## config.mk

```make
export PLATFORM = sky130hd
export DESIGN_NAME = clk_holdover_ctrl
export DESIGN_NICKNAME = d
export VERILOG_FILES = /design/src/rtl/clk_holdover_ctrl_pkg.sv /design/src/rtl/ho_prio_enc.sv /design/src/rtl/ho_loss_detect.sv /design/src/rtl/ho_mode_fsm.sv /design/src/rtl/clk_holdover_ctrl.sv
export SDC_FILE = /design/constraint.sdc
export NUM_CORES = 1
export LEC_CHECK = 0
export BUFFER_PORTS_ARGS = -buffer_cell sky130_fd_sc_hd__buf_2
export CAP_MARGIN = 30
export CORE_AREA = 2 2 39 41
export DETAILED_ROUTE_END_ITERATION = 12
export DIE_AREA = 0 0 41 43
export PLACE_DENSITY = 0.69
export SLEW_MARGIN = 0
export SYNTH_ARGS = -nofsm -noshare
export SYNTH_HDL_FRONTEND = slang
export SYNTH_SLANG_ARGS = --single-unit
export TNS_END_PERCENT = 30
```

## constraint.sdc

```tcl
create_clock -name clk -period 1.6 [get_ports clk]
set_clock_uncertainty 0.2 [all_clocks]
set_input_delay 0.16 -clock clk [delete_from_list [all_inputs] [get_ports clk]]
set_output_delay 0.16 -clock clk [all_outputs]
set_load 0.01 [all_outputs]
```

## src/rtl/clk_holdover_ctrl_pkg.sv

```systemverilog
package clk_holdover_ctrl_pkg;
  typedef enum logic [1:0] {
    MODE_FREERUN = 2'b00,
    MODE_LOCKED  = 2'b01,
    MODE_HOLD    = 2'b10,
    MODE_EXIT    = 2'b11
  } ho_mode_e;
endpackage

```

## src/rtl/ho_prio_enc.sv

```systemverilog
module ho_prio_enc #(
  parameter int N = 4,
  localparam int W = (N > 1) ? $clog2(N) : 1
) (
  input  logic         clk,
  input  logic         rst_n,
  input  logic [N-1:0] vec_i,
  output logic         any_o,
  output logic [W-1:0] idx_o
);
  // lowest set bit wins
  always_comb begin
    idx_o = '0;
    for (int i = N - 1; i >= 0; i--) begin
      if (vec_i[i]) idx_o = W'(i);
    end
  end
  assign any_o = |vec_i;

  assert_idx_hits_valid_R6: assert property (@(posedge clk) disable iff (!rst_n)
    any_o |-> vec_i[idx_o]);
endmodule

```

## src/rtl/ho_loss_detect.sv

```systemverilog
module ho_loss_detect #(
  parameter int N = 4,
  localparam int W = (N > 1) ? $clog2(N) : 1
) (
  input  logic [N-1:0] in_valid_i,
  input  logic [W-1:0] sel_idx_i,
  output logic         sel_ok_o,
  output logic         all_lost_o
);
  always_comb begin
    sel_ok_o = 1'b0;
    if (int'(sel_idx_i) < N) sel_ok_o = in_valid_i[sel_idx_i];
  end
  assign all_lost_o = (in_valid_i == '0);
endmodule

```

## src/rtl/ho_mode_fsm.sv

```systemverilog
module ho_mode_fsm
  import clk_holdover_ctrl_pkg::*;
#(
  parameter int N = 4,
  localparam int W = (N > 1) ? $clog2(N) : 1
) (
  input  logic         clk,
  input  logic         rst_n,
  input  logic         sel_ok_i,
  input  logic         all_lost_i,
  input  logic         any_valid_i,
  input  logic [W-1:0] low_idx_i,
  input  logic [W-1:0] sel_idx_i,
  input  logic         hist_valid_i,
  input  logic         ramp_done_i,
  input  logic         cfg_ramp_exit_i,
  input  logic         cfg_fastlock_en_i,
  output ho_mode_e     mode_o,
  output logic         hold_load_o,
  output logic         ramp_start_o,
  output logic         reacq_req_o,
  output logic [W-1:0] reacq_idx_o,
  output logic         reacq_fast_o
);
  ho_mode_e     mode_q, mode_d;
  logic         load_d, ramp_d, req_d;
  logic [W-1:0] idx_d;

  // common fallback when every input has disappeared
  function automatic ho_mode_e fallback(input logic hist);
    return hist ? MODE_HOLD : MODE_FREERUN;
  endfunction

  always_comb begin
    mode_d = mode_q;
    load_d = 1'b0;
    ramp_d = 1'b0;
    req_d  = 1'b0;
    idx_d  = reacq_idx_o;
    unique case (mode_q)
      MODE_FREERUN: if (sel_ok_i) begin
        mode_d = MODE_LOCKED;
        req_d  = 1'b1;
        idx_d  = sel_idx_i;
      end
      MODE_LOCKED: if (all_lost_i) begin
        mode_d = fallback(hist_valid_i);
        load_d = hist_valid_i;
      end
      MODE_HOLD: if (any_valid_i) begin
        mode_d = cfg_ramp_exit_i ? MODE_EXIT : MODE_LOCKED;
        ramp_d = cfg_ramp_exit_i;
        req_d  = 1'b1;
        idx_d  = low_idx_i;
      end
      MODE_EXIT: begin
        if (all_lost_i) begin
          mode_d = fallback(hist_valid_i);
          load_d = hist_valid_i;
        end else if (ramp_done_i) begin
          mode_d = MODE_LOCKED;
        end
      end
      default: mode_d = MODE_FREERUN;
    endcase
  end

  always_ff @(posedge clk) begin
    if (!rst_n) begin
      mode_q       <= MODE_FREERUN;
      hold_load_o  <= 1'b0;
      ramp_start_o <= 1'b0;
      reacq_req_o  <= 1'b0;
      reacq_idx_o  <= '0;
      reacq_fast_o <= 1'b0;
    end else begin
      mode_q       <= mode_d;
      hold_load_o  <= load_d;
      ramp_start_o <= ramp_d;
      reacq_req_o  <= req_d;
      reacq_idx_o  <= idx_d;
      if (req_d) reacq_fast_o <= cfg_fastlock_en_i;
    end
  end
  assign mode_o = mode_q;

  assert_load_single_R10: assert property (@(posedge clk) disable iff (!rst_n)
    hold_load_o |=> !hold_load_o);
  assert_ramp_single_R10: assert property (@(posedge clk) disable iff (!rst_n)
    ramp_start_o |=> !ramp_start_o);
  assert_req_single_R10: assert property (@(posedge clk) disable iff (!rst_n)
    reacq_req_o |=> !reacq_req_o);
  assert_load_in_hold_R4: assert property (@(posedge clk) disable iff (!rst_n)
    hold_load_o |-> (mode_q == MODE_HOLD));
  assert_ramp_from_hold_R6: assert property (@(posedge clk) disable iff (!rst_n)
    ramp_start_o |-> (mode_q == MODE_EXIT && $past(mode_q) == MODE_HOLD));
  assert_nohist_freerun_R5: assert property (@(posedge clk) disable iff (!rst_n)
    (mode_q == MODE_LOCKED && all_lost_i && !hist_valid_i) |=> (mode_q == MODE_FREERUN));
  assert_exit_waits_R8: assert property (@(posedge clk) disable iff (!rst_n)
    (mode_q == MODE_EXIT && !ramp_done_i && any_valid_i) |=> (mode_q == MODE_EXIT));
  assert_locked_holds_R3: assert property (@(posedge clk) disable iff (!rst_n)
    (mode_q == MODE_LOCKED && any_valid_i) |=> (mode_q == MODE_LOCKED));
endmodule

```

## src/rtl/clk_holdover_ctrl.sv

```systemverilog
module clk_holdover_ctrl
  import clk_holdover_ctrl_pkg::*;
#(
  parameter int NUM_INPUTS = 4,
  localparam int SEL_W = (NUM_INPUTS > 1) ? $clog2(NUM_INPUTS) : 1
) (
  input  logic                  clk,
  input  logic                  rst_n,
  input  logic [NUM_INPUTS-1:0] in_valid_i,
  input  logic [SEL_W-1:0]      sel_idx_i,
  input  logic                  hist_valid_i,
  input  logic                  ramp_done_i,
  input  logic                  cfg_ramp_exit_i,
  input  logic                  cfg_fastlock_en_i,
  output logic [1:0]            mode_o,
  output logic                  hold_load_o,
  output logic                  ramp_start_o,
  output logic                  reacq_req_o,
  output logic [SEL_W-1:0]      reacq_idx_o,
  output logic                  reacq_fast_o
);
  logic             sel_ok, all_lost, any_valid;
  logic [SEL_W-1:0] low_idx;
  ho_mode_e         mode;

  ho_loss_detect #(.N(NUM_INPUTS)) u_loss (
    .in_valid_i (in_valid_i),
    .sel_idx_i  (sel_idx_i),
    .sel_ok_o   (sel_ok),
    .all_lost_o (all_lost)
  );

  ho_prio_enc #(.N(NUM_INPUTS)) u_prio (
    .clk   (clk),
    .rst_n (rst_n),
    .vec_i (in_valid_i),
    .any_o (any_valid),
    .idx_o (low_idx)
  );

  ho_mode_fsm #(.N(NUM_INPUTS)) u_fsm (
    .clk               (clk),
    .rst_n             (rst_n),
    .sel_ok_i          (sel_ok),
    .all_lost_i        (all_lost),
    .any_valid_i       (any_valid),
    .low_idx_i         (low_idx),
    .sel_idx_i         (sel_idx_i),
    .hist_valid_i      (hist_valid_i),
    .ramp_done_i       (ramp_done_i),
    .cfg_ramp_exit_i   (cfg_ramp_exit_i),
    .cfg_fastlock_en_i (cfg_fastlock_en_i),
    .mode_o            (mode),
    .hold_load_o       (hold_load_o),
    .ramp_start_o      (ramp_start_o),
    .reacq_req_o       (reacq_req_o),
    .reacq_idx_o       (reacq_idx_o),
    .reacq_fast_o      (reacq_fast_o)
  );
  assign mode_o = mode;
endmodule

```

==> results.yml, run 1 <==
outcome:
  status: "finished clean"
floorplan:
  start_util_pct: 28.4
  core_region_area_sq_mm: 0.00138
  dieWidth_um: 41
  die_area_sq_mm: 0.00176
  rows: 14
  io_pins: 20
  die_height_um: 43
placement:
  place.detailed.hpwl_um: 738
  gp_congestion: 0.723
  placed_cells: 85
  placed_area_sq_um: 564
  portBuffers: 19
grt:
  busiest_layer: "met1"
  use_met1_pct: 17.9
  use_met3_pct: 1.57
  gr-total-overflow: 0
  grt_pass1_wl_mm: 1.46
  grt_antenna_before_repair: 0
  gr-usage-met2_pct: 16.3
  grt_max_degree: 11
  track_usage_pct: 12.0
  grt_pass1_vias: 369
power_and_ir_drop:
  power.density_mw_per_mm2: 764
  power_w: 0.000487
  switching_share_pct: 25.5
  irDropWorstVdd_v: 0.000229
  pwr-share-seq_pct: 44.6
  p_leak_nw: 0.289
  power_frac_comb_pct: 25.1
  intPower_w: 0.000363
  switchingPower_w: 0.000124
  clkPwrFrac_pct: 30.3
sta:
  tightest_slew_ps: 325
  finalHoldViolations: 0
  timing.fmax_ghz: 0.631
  rsz0062_at_grt: "true"
  timing.final.crit_share_pct: 99.0
  slew_headroom_pct: 78.3
  fin_crit_ps: 1580
  finalMaxSlewViolations: 0
  final-setup-viol-count: 0
synthesis:
  ys_ff_latch: 8
  yosysTopAreaCell: "dfxtp_1"
  netlist-cell-type-count: 20
  yosysSeqAreaShare_pct: 40.8
  async_flop_share_pct: 0
  synth_cells: 43
  yosysTopAreaCellShare_pct: 40.8
  syn_avg_cell_area_sq_um: 9.14
  synth_warnings: 0
  synthFlopType: "dfxtp_1"
  synthTopCellsByArea: "dfxtp_1 41%, nor3_1 7.6%, mux4_2 5.7%"
  synth_edf_count: 0
  netlist_area_sq_um: 393
  synth_fp_nets: 55
detailed_routing:
  drtPass1Iterations: 2
  drc: 0
  wirelength_um: 952
  drt_iter0_drc: 5
  vias: 449
  ant_nets: 0
  routed_via_density: 4.83
  wire_per_inst_um: 10.2
worst_setup_path:
  end_kind: "flip-flop"
  path_max_fanout: 3
  crit_top_cell: "dlygate4sd3_1"
  cp.required_ps: 1560
  start_kind: "input port"
  arrival_ps: 1550
  critPathSlowestCell: "dlygate4sd3_1"
  reg2regPathDepth: 3
  cp_cell_sequence: "dlygate4sd3_1 > buf_2 > nand2_1 > dlygate4sd3_1 > nor3_1"
  slowest_delay_ps: 550
  critPathKind: "input port to flip-flop"
cts:
  cts-buffers-inserted: 3
  htree_levels: 1
  cts.sinks: 8
  cts-root-buf: "clkbuf_4"
  path_clk_slew_ps: 50
  cts_tree: "built"
  insertion_delay_ps: 240
  ctsLongestPathBuffers: 2
cells_and_area:
  final_core_util_pct: 46.1
  layout_common_cells: "19 x buf_2, 8 x buf_4, 8 x dfxtp_1"
  syn2layout_area_growth_pct: 62.4
  n_fill_cell: 147
  num_antenna_cells: 0
  final_area_sq_um: 638
  drive_above_1_share_pct: 45.5
  final_common_cell: "buf_2"
  final_cell_count_no_fill: 93
  nNetsFinal: 91
min_path:
  holdCritPathClass: "input port to flip-flop"
  min_path_cells: 3
run:
  cap_violations: 0
[state kept, by name, summed over array words and instances, names as in the netlist]
signal / count
u_fsm.hold_load_o: 1
u_fsm.mode_o: 2
u_fsm.ramp_start_o: 1
u_fsm.reacq_fast_o: 1
u_fsm.reacq_idx_o: 2
u_fsm.reacq_req_o: 1
[through the flow]
stage          setup slack (ps)  hold WS [ps]  TNS (ps)
3_3_place_gp              -36.9           200     -68.5
6_report                   15.5          69.0         0
2_1_floorplan              2.10          78.3         0
5_1_grt                   -41.9           142     -77.4
4_1_cts                    28.8          88.2         0
3_5_place_dp              -49.3           206     -96.0
[worst paths after layout]
check / startpoint / endpoint / slack (ps)
worst min-delay path: sel_idx_i[1] / u_fsm.reacq_idx_o[1] / 70
worst min register to register: u_fsm.reacq_fast_o / u_fsm.reacq_fast_o / 280
worst max register to register: u_fsm.mode_o[1] / u_fsm.reacq_idx_o[0] / 70
worst max-delay path: rst_n / u_fsm.ramp_start_o / 20
[cell type report]
cell class                 count  area [sq um]  area share, %
timing repair buffer          32           205           32.2
inverter                       3          11.3           1.76
sequential                     8           160           25.1
clock buffer                   3          22.5           3.53
multi-input combinational     31           219           34.3
tap                           16          20.0           3.14
[synth_stat cells, types with 2 or more instances]
master and n:
a21oi_1 4, dfxtp_1 8, inv_1 3, nand2_1 3
nor2_1 2, nor3_1 6, nor4_1 2, o21ai_0 3
[kinds of logic (layout without fill, tap and decap cells)]
family / after synthesis / count (layout) / share of synthesized area [%]
AND/OR/NAND/NOR: 16 / 16 / 21.3
flip-flops: 8 / 8 / 40.8
AO/OA/AOI/OAI: 12 / 12 / 22.0
multiplexers: 3 / 3 / 12.1
buffers and inverters: 4 / 38 / 3.82
[timing repair]
action	CTS	global route
hold endpoints to repair	4	0
setup buffers	0	0
resized for setup	0	1
endpoints found under the setup margin	0	2
hold buffers	5	0
[power groups by stage]
stage          Sequential, W  Clock [W]  Combinational [W]
2_1_floorplan       0.000228          0          0.0000512
5_1_grt             0.000219   0.000157           0.000136
4_1_cts             0.000217   0.000149           0.000122
3_3_place_gp        0.000221          0           0.000111
6_report            0.000217   0.000148           0.000122
3_5_place_dp        0.000222          0           0.000112
[worst max-delay path, delay by kind of cell]
family	cells	cell delay (ps)
buffers and inverters	3	1200
and+or+nand+nor	2	190
[routing by layer]
layer | up-vias | routed length (um)
met5 | - | 0
met4 | 0 | 0
met3 | 0 | 53
met2 | 16 | 446
met1 | 202 | 452
li1 | 231 | -
(Power assumes the default switching activity.)
==> run 2, diff against run 1 <==
--- a/config.mk
+++ b/config.mk
@@ -11,7 +11,7 @@
 export DETAILED_ROUTE_END_ITERATION = 12
 export DIE_AREA = 0 0 41 43
 export PLACE_DENSITY = 0.69
-export SLEW_MARGIN = 0
+export SETUP_SLACK_MARGIN = 0.15
 export SYNTH_ARGS = -nofsm -noshare
 export SYNTH_HDL_FRONTEND = slang
 export SYNTH_SLANG_ARGS = --single-unit
==> results.yml, run 2 (synthesis results as in run 1) <==
cts:
  path_clk_slew_ps: 60
  cts-buffers-inserted: 3
  cts_tree: "built"
  htree_levels: 1
  cts_setup_buffers: 0
  insertion_delay_ps: 250
  cts-root-buf: "clkbuf_4"
  cts.sinks: 8
  ctsLongestPathBuffers: 2
detailed_routing:
  routed_via_density: 5.04
  vias: 464
  drtPass1Iterations: 4
  drt_iter0_drc: 7
  wire_per_inst_um: 11.4
  drc: 0
  ant_nets: 0
  wirelength_mm: 1.05
cells_and_area:
  layout_common_cells: "19 x buf_2, 8 x buf_4, 7 x dfxtp_1"
  final_common_cell: "buf_2"
  drive_above_1_share_pct: 50.0
  final_cell_count_no_fill: 92
  n_fill_cell: 129
  nNetsFinal: 90
  num_antenna_cells: 0
  syn2layout_area_growth_pct: 63.1
worst_setup_path:
  crit_family: "simple AND/OR/NAND/NOR gates"
  critPathKind: "input port to flip-flop"
  start_kind: "input port"
  cp_cell_sequence: "buf_2 > or4_4 > mux2_4 > a311oi_2"
  arrival_ps: 1370
  r2r-start: "u_fsm.mode_o[1]"
  slowest_delay_ps: 540
  critPathSlowestCell: "or4_4"
  cp_num_buf_inv: 1
  end_kind: "flip-flop"
  setup.worst_path.start: "in_valid_i[2]"
  path_max_fanout: 4
  cp.required_ps: 1570
sta:
  finalHoldViolations: 0
  timing.fmax_ghz: 0.717
  timing.final.crit_share_pct: 87.1
  setup_tns_ps: 0
  slew_headroom_pct: 76.8
  fin_crit_ps: 1390
  rsz0062_at_grt: "true"
  finalWorstSetupSlack_ps: 206
  final-setup-viol-count: 0
  finalMaxSlewViolations: 0
  timing.hold.ws_ps: 58.0
  tightest_slew_ps: 348
floorplan:
  core_region_area_sq_mm: 0.00138
  rows: 14
  die_area_sq_mm: 0.00176
  die_height_um: 43
  dieWidth_um: 41
  start_util_pct: 28.4
  io_pins: 20
power_and_ir_drop:
  p_leak_nw: 0.291
  irDropWorstVdd_v: 0.000210
  power.density_mw_per_mm2: 781
run:
  cap_violations: 0
grt:
  grt_pass1_vias: 439
  grt_max_degree: 11
  grt_antenna_before_repair: 0
  gr-total-overflow: 0
  grt_pass1_wl_mm: 1.76
  track_usage_pct: 15.0
placement:
  place.detailed.hpwl_um: 821
  gp_congestion: 0.737
  placed_cells: 85
  portBuffers: 19
  pre_cts_slack_ps: -67.7
min_path:
  hold_start: "sel_idx_i[1]"
  holdCritPathClass: "input port to flip-flop"
outcome:
  status: "finished clean"
## run 2: worst reg2reg max path: cells and delay by family, from the launching register on
kind	cells	cell delay, ps
AOI/OAI and AO/OA	2	560
and+or+nand+nor	1	100
DFF	1	430
## run 2: what timing repair did
item,4_1_cts,5_1_grt
setup endpoints to repair,2,1
endpoints found under the hold margin,4,0
hold buffers,4,0
gates cloned,0,0
gates resized for setup,1,1
## run 2: final timing paths
kind         slack, ps  depth (start not counted)              endpoint
max                210                          4  u_fsm.reacq_idx_o[0]
min                 60                          3  u_fsm.reacq_idx_o[1]
max reg2reg        240                          3  u_fsm.reacq_idx_o[0]
min reg2reg        290                          2    u_fsm.reacq_fast_o
## run 2: area by class of cell
type | count | area (sq um) | share of cell area [%]
Clock buffer | 3 | 22.5 | 3.52
Inverter | 3 | 11.3 | 1.76
Multi-Input combinational cell | 31 | 230 | 35.9
Sequential cell | 8 | 161 | 25.2
Tap cell | 16 | 20.0 | 3.13
Timing Repair Buffer | 31 | 195 | 30.5
## run 2: per-layer routing
metal / vias up / global-route usage [%] / routed length [um]
met1: 206 / 17.5 / 443
met3: 5 / 1.57 / 71
met5: - / 0 / 0
met2: 21 / 23.1 / 496
li1: 232 / - / -
met4: 0 / 12.0 / 38
## run 2: report_power, final
| group | switching [W] | leakage [nW] | internal [W] |
|---|---|---|---|
| clock network | 0.0000721 | 0.0138 | 0.0000861 |
| registers | 0.00000639 | 0.0661 | 0.000212 |
| logic | 0.0000578 | 0.211 | 0.0000664 |
| total | 0.000136 | 0.291 | 0.000364 |
## run 2: metrics by stage
| step | utilization, % | power [W] | instance area, sq um |
|---|---|---|---|
| 6_report | 46.3 | 0.000501 | 641 |
| 5_1_grt | 46.3 | 0.000523 | 641 |
| 4_1_cts | 46.2 | 0.000500 | 639 |
| 3_5_place_dp | 41.6 | 0.000339 | 576 |
| 3_3_place_gp | 41.6 | 0.000336 | 576 |
| 2_1_floorplan | - | 0.000284 | 405 |
==> run 3, diff against run 2 <==
--- a/config.mk
+++ b/config.mk
@@ -10,8 +10,8 @@
 export CORE_AREA = 2 2 39 41
 export DETAILED_ROUTE_END_ITERATION = 12
 export DIE_AREA = 0 0 41 43
-export PLACE_DENSITY = 0.69
-export SETUP_SLACK_MARGIN = 0.15
+export PLACE_DENSITY = 0.67
+export SETUP_SLACK_MARGIN = 0.5
 export SYNTH_ARGS = -nofsm -noshare
 export SYNTH_HDL_FRONTEND = slang
 export SYNTH_SLANG_ARGS = --single-unit
==> constraint.sdc (replaced) <==
create_clock -name clk -period 1.7 [get_ports clk]
set_clock_uncertainty 0.2 [all_clocks]
set_input_delay 0.17 -clock clk [delete_from_list [all_inputs] [get_ports clk]]
set_output_delay 0.17 -clock clk [all_outputs]
set_load 0.01 [all_outputs]
==> results.yml, run 3 (synthesis results as in run 1) <==
grt:
  grt_antenna_before_repair: 0
  grt_pass1_vias: 382
  grt_max_degree: 11
  grt_pass1_wl_mm: 1.64
  gr-total-overflow: 0
  track_usage_pct: 14.1
detailed_routing:
  routed_via_density: 5.01
  drtPass1Iterations: 4
  vias: 451
  drt_iter0_drc: 7
  ant_nets: 0
  wirelength_mm: 1.03
  wire_per_inst_um: 11.4
  drc: 0
worst_setup_path:
  critPathKind: "input port to flip-flop"
  start_kind: "input port"
  arrival_ps: 1350
  end_kind: "flip-flop"
  cp.required_ps: 1650
  path_max_fanout: 5
sta:
  finalMaxSlewViolations: 0
  final-setup-viol-count: 0
  timing.final.crit_share_pct: 82.3
  fin_crit_ps: 1400
  finalHoldViolations: 0
  timing.fmax_ghz: 0.715
  tightest_slew_ps: 354
  setup_tns_ps: 0
  slew_headroom_pct: 75.8
  rsz0062_at_grt: "true"
cts:
  cts_tree: "built"
  path_clk_slew_ps: 50
  cts-root-buf: "clkbuf_4"
  cts.sinks: 8
  cts-buffers-inserted: 3
  ctsLongestPathBuffers: 2
  insertion_delay_ps: 260
  htree_levels: 1
power_and_ir_drop:
  p_leak_nw: 0.293
  pwr-share-seq_pct: 43.0
  intPower_w: 0.000347
  irDropWorstVdd_v: 0.000232
  switching_share_pct: 26.8
  switchingPower_w: 0.000127
  clkPwrFrac_pct: 31.0
  power_frac_comb_pct: 26.0
  power_w: 0.000474
  power.density_mw_per_mm2: 719
floorplan:
  io_pins: 20
  rows: 14
  dieWidth_um: 41
  start_util_pct: 28.4
  core_region_area_sq_mm: 0.00138
  die_height_um: 43
  die_area_sq_mm: 0.00176
placement:
  portBuffers: 19
  placed_area_sq_um: 531
  gp_congestion: 0.688
  place.detailed.hpwl_um: 725
cells_and_area:
  syn2layout_area_growth_pct: 67.8
  num_antenna_cells: 0
  nNetsFinal: 88
  drive_above_1_share_pct: 50.0
  layout_common_cells: "15 x buf_2, 7 x dfxtp_1, 6 x nor3_1, 6 x buf_4, 4 x dlygate4sd3_1"
  final_core_util_pct: 47.6
  final_area_sq_um: 659
  final_common_cell: "buf_2"
outcome:
  status: "finished clean"
min_path:
  holdCritPathClass: "input port to flip-flop"
run:
  cap_violations: 0
[run 3: path summary, 6_finish.rpt]
check	start	end	slack [ps]	cells past startpoint
hold reg to reg	u_fsm.reacq_fast_o	u_fsm.reacq_fast_o	280	2
hold / removal	sel_idx_i[1]	u_fsm.reacq_idx_o[1]	30	3
setup / recovery	in_valid_i[2]	u_fsm.mode_o[0]	300	5
setup reg to reg	u_fsm.mode_o[1]	u_fsm.reacq_idx_o[0]	380	3
[run 3: worst max-delay path: stages]
cell and delay (ps):
buf_2 120, mux4_2 490, buf_4 160, buf_4 120, o311a_1 280
[run 3: power by group through the flow]
stage / Sequential [W] / Combinational (W) / Clock [W]
5_1_grt: 0.000206 / 0.000135 / 0.000157
3_5_place_dp: 0.000210 / 0.0000974 / 0
4_1_cts: 0.000206 / 0.000116 / 0.000150
3_3_place_gp: 0.000209 / 0.0000960 / 0
6_report: 0.000204 / 0.000123 / 0.000147
2_1_floorplan: 0.000215 / 0.0000519 / 0
[run 3: metal layers]
metal | vias up | global-route usage, % | share of wire [%]
li1 | 227 | - | -
met1 | 200 | 18.2 | 40
met2 | 19 | 19.7 | 48
met3 | 5 | 1.57 | 7.1
met4 | 0 | 12.0 | 4.3
met5 | - | 0 | 0
[run 3: layout make-up]
type                    count  area [sq um]
fillers                   137           724
multi-input cells          31           233
repair buffers             29           209
flip-flops and latches      8           164
clock buffers               3          22.5
well taps                  16          20.0
inverters                   3          11.3
[run 3: what timing repair did]
action,CTS,global route
setup endpoints to repair,6,9
hold endpoints to repair,4,0
setup buffers,3,1
gates resized for setup,7,4
pin swaps,2,1
hold buffers,4,0
[run 3: metrics by stage]
stage | hold WS, ps | worst slack, ps | instances
after global routing | 82.5 | 282 | 90
after floorplan | 88.3 | 198 | 43
after global placement | 213 | 46.2 | 79
after CTS | 25.4 | 301 | 89
after detailed placement | 212 | 8.97 | 79
final | 27.2 | 301 | 90
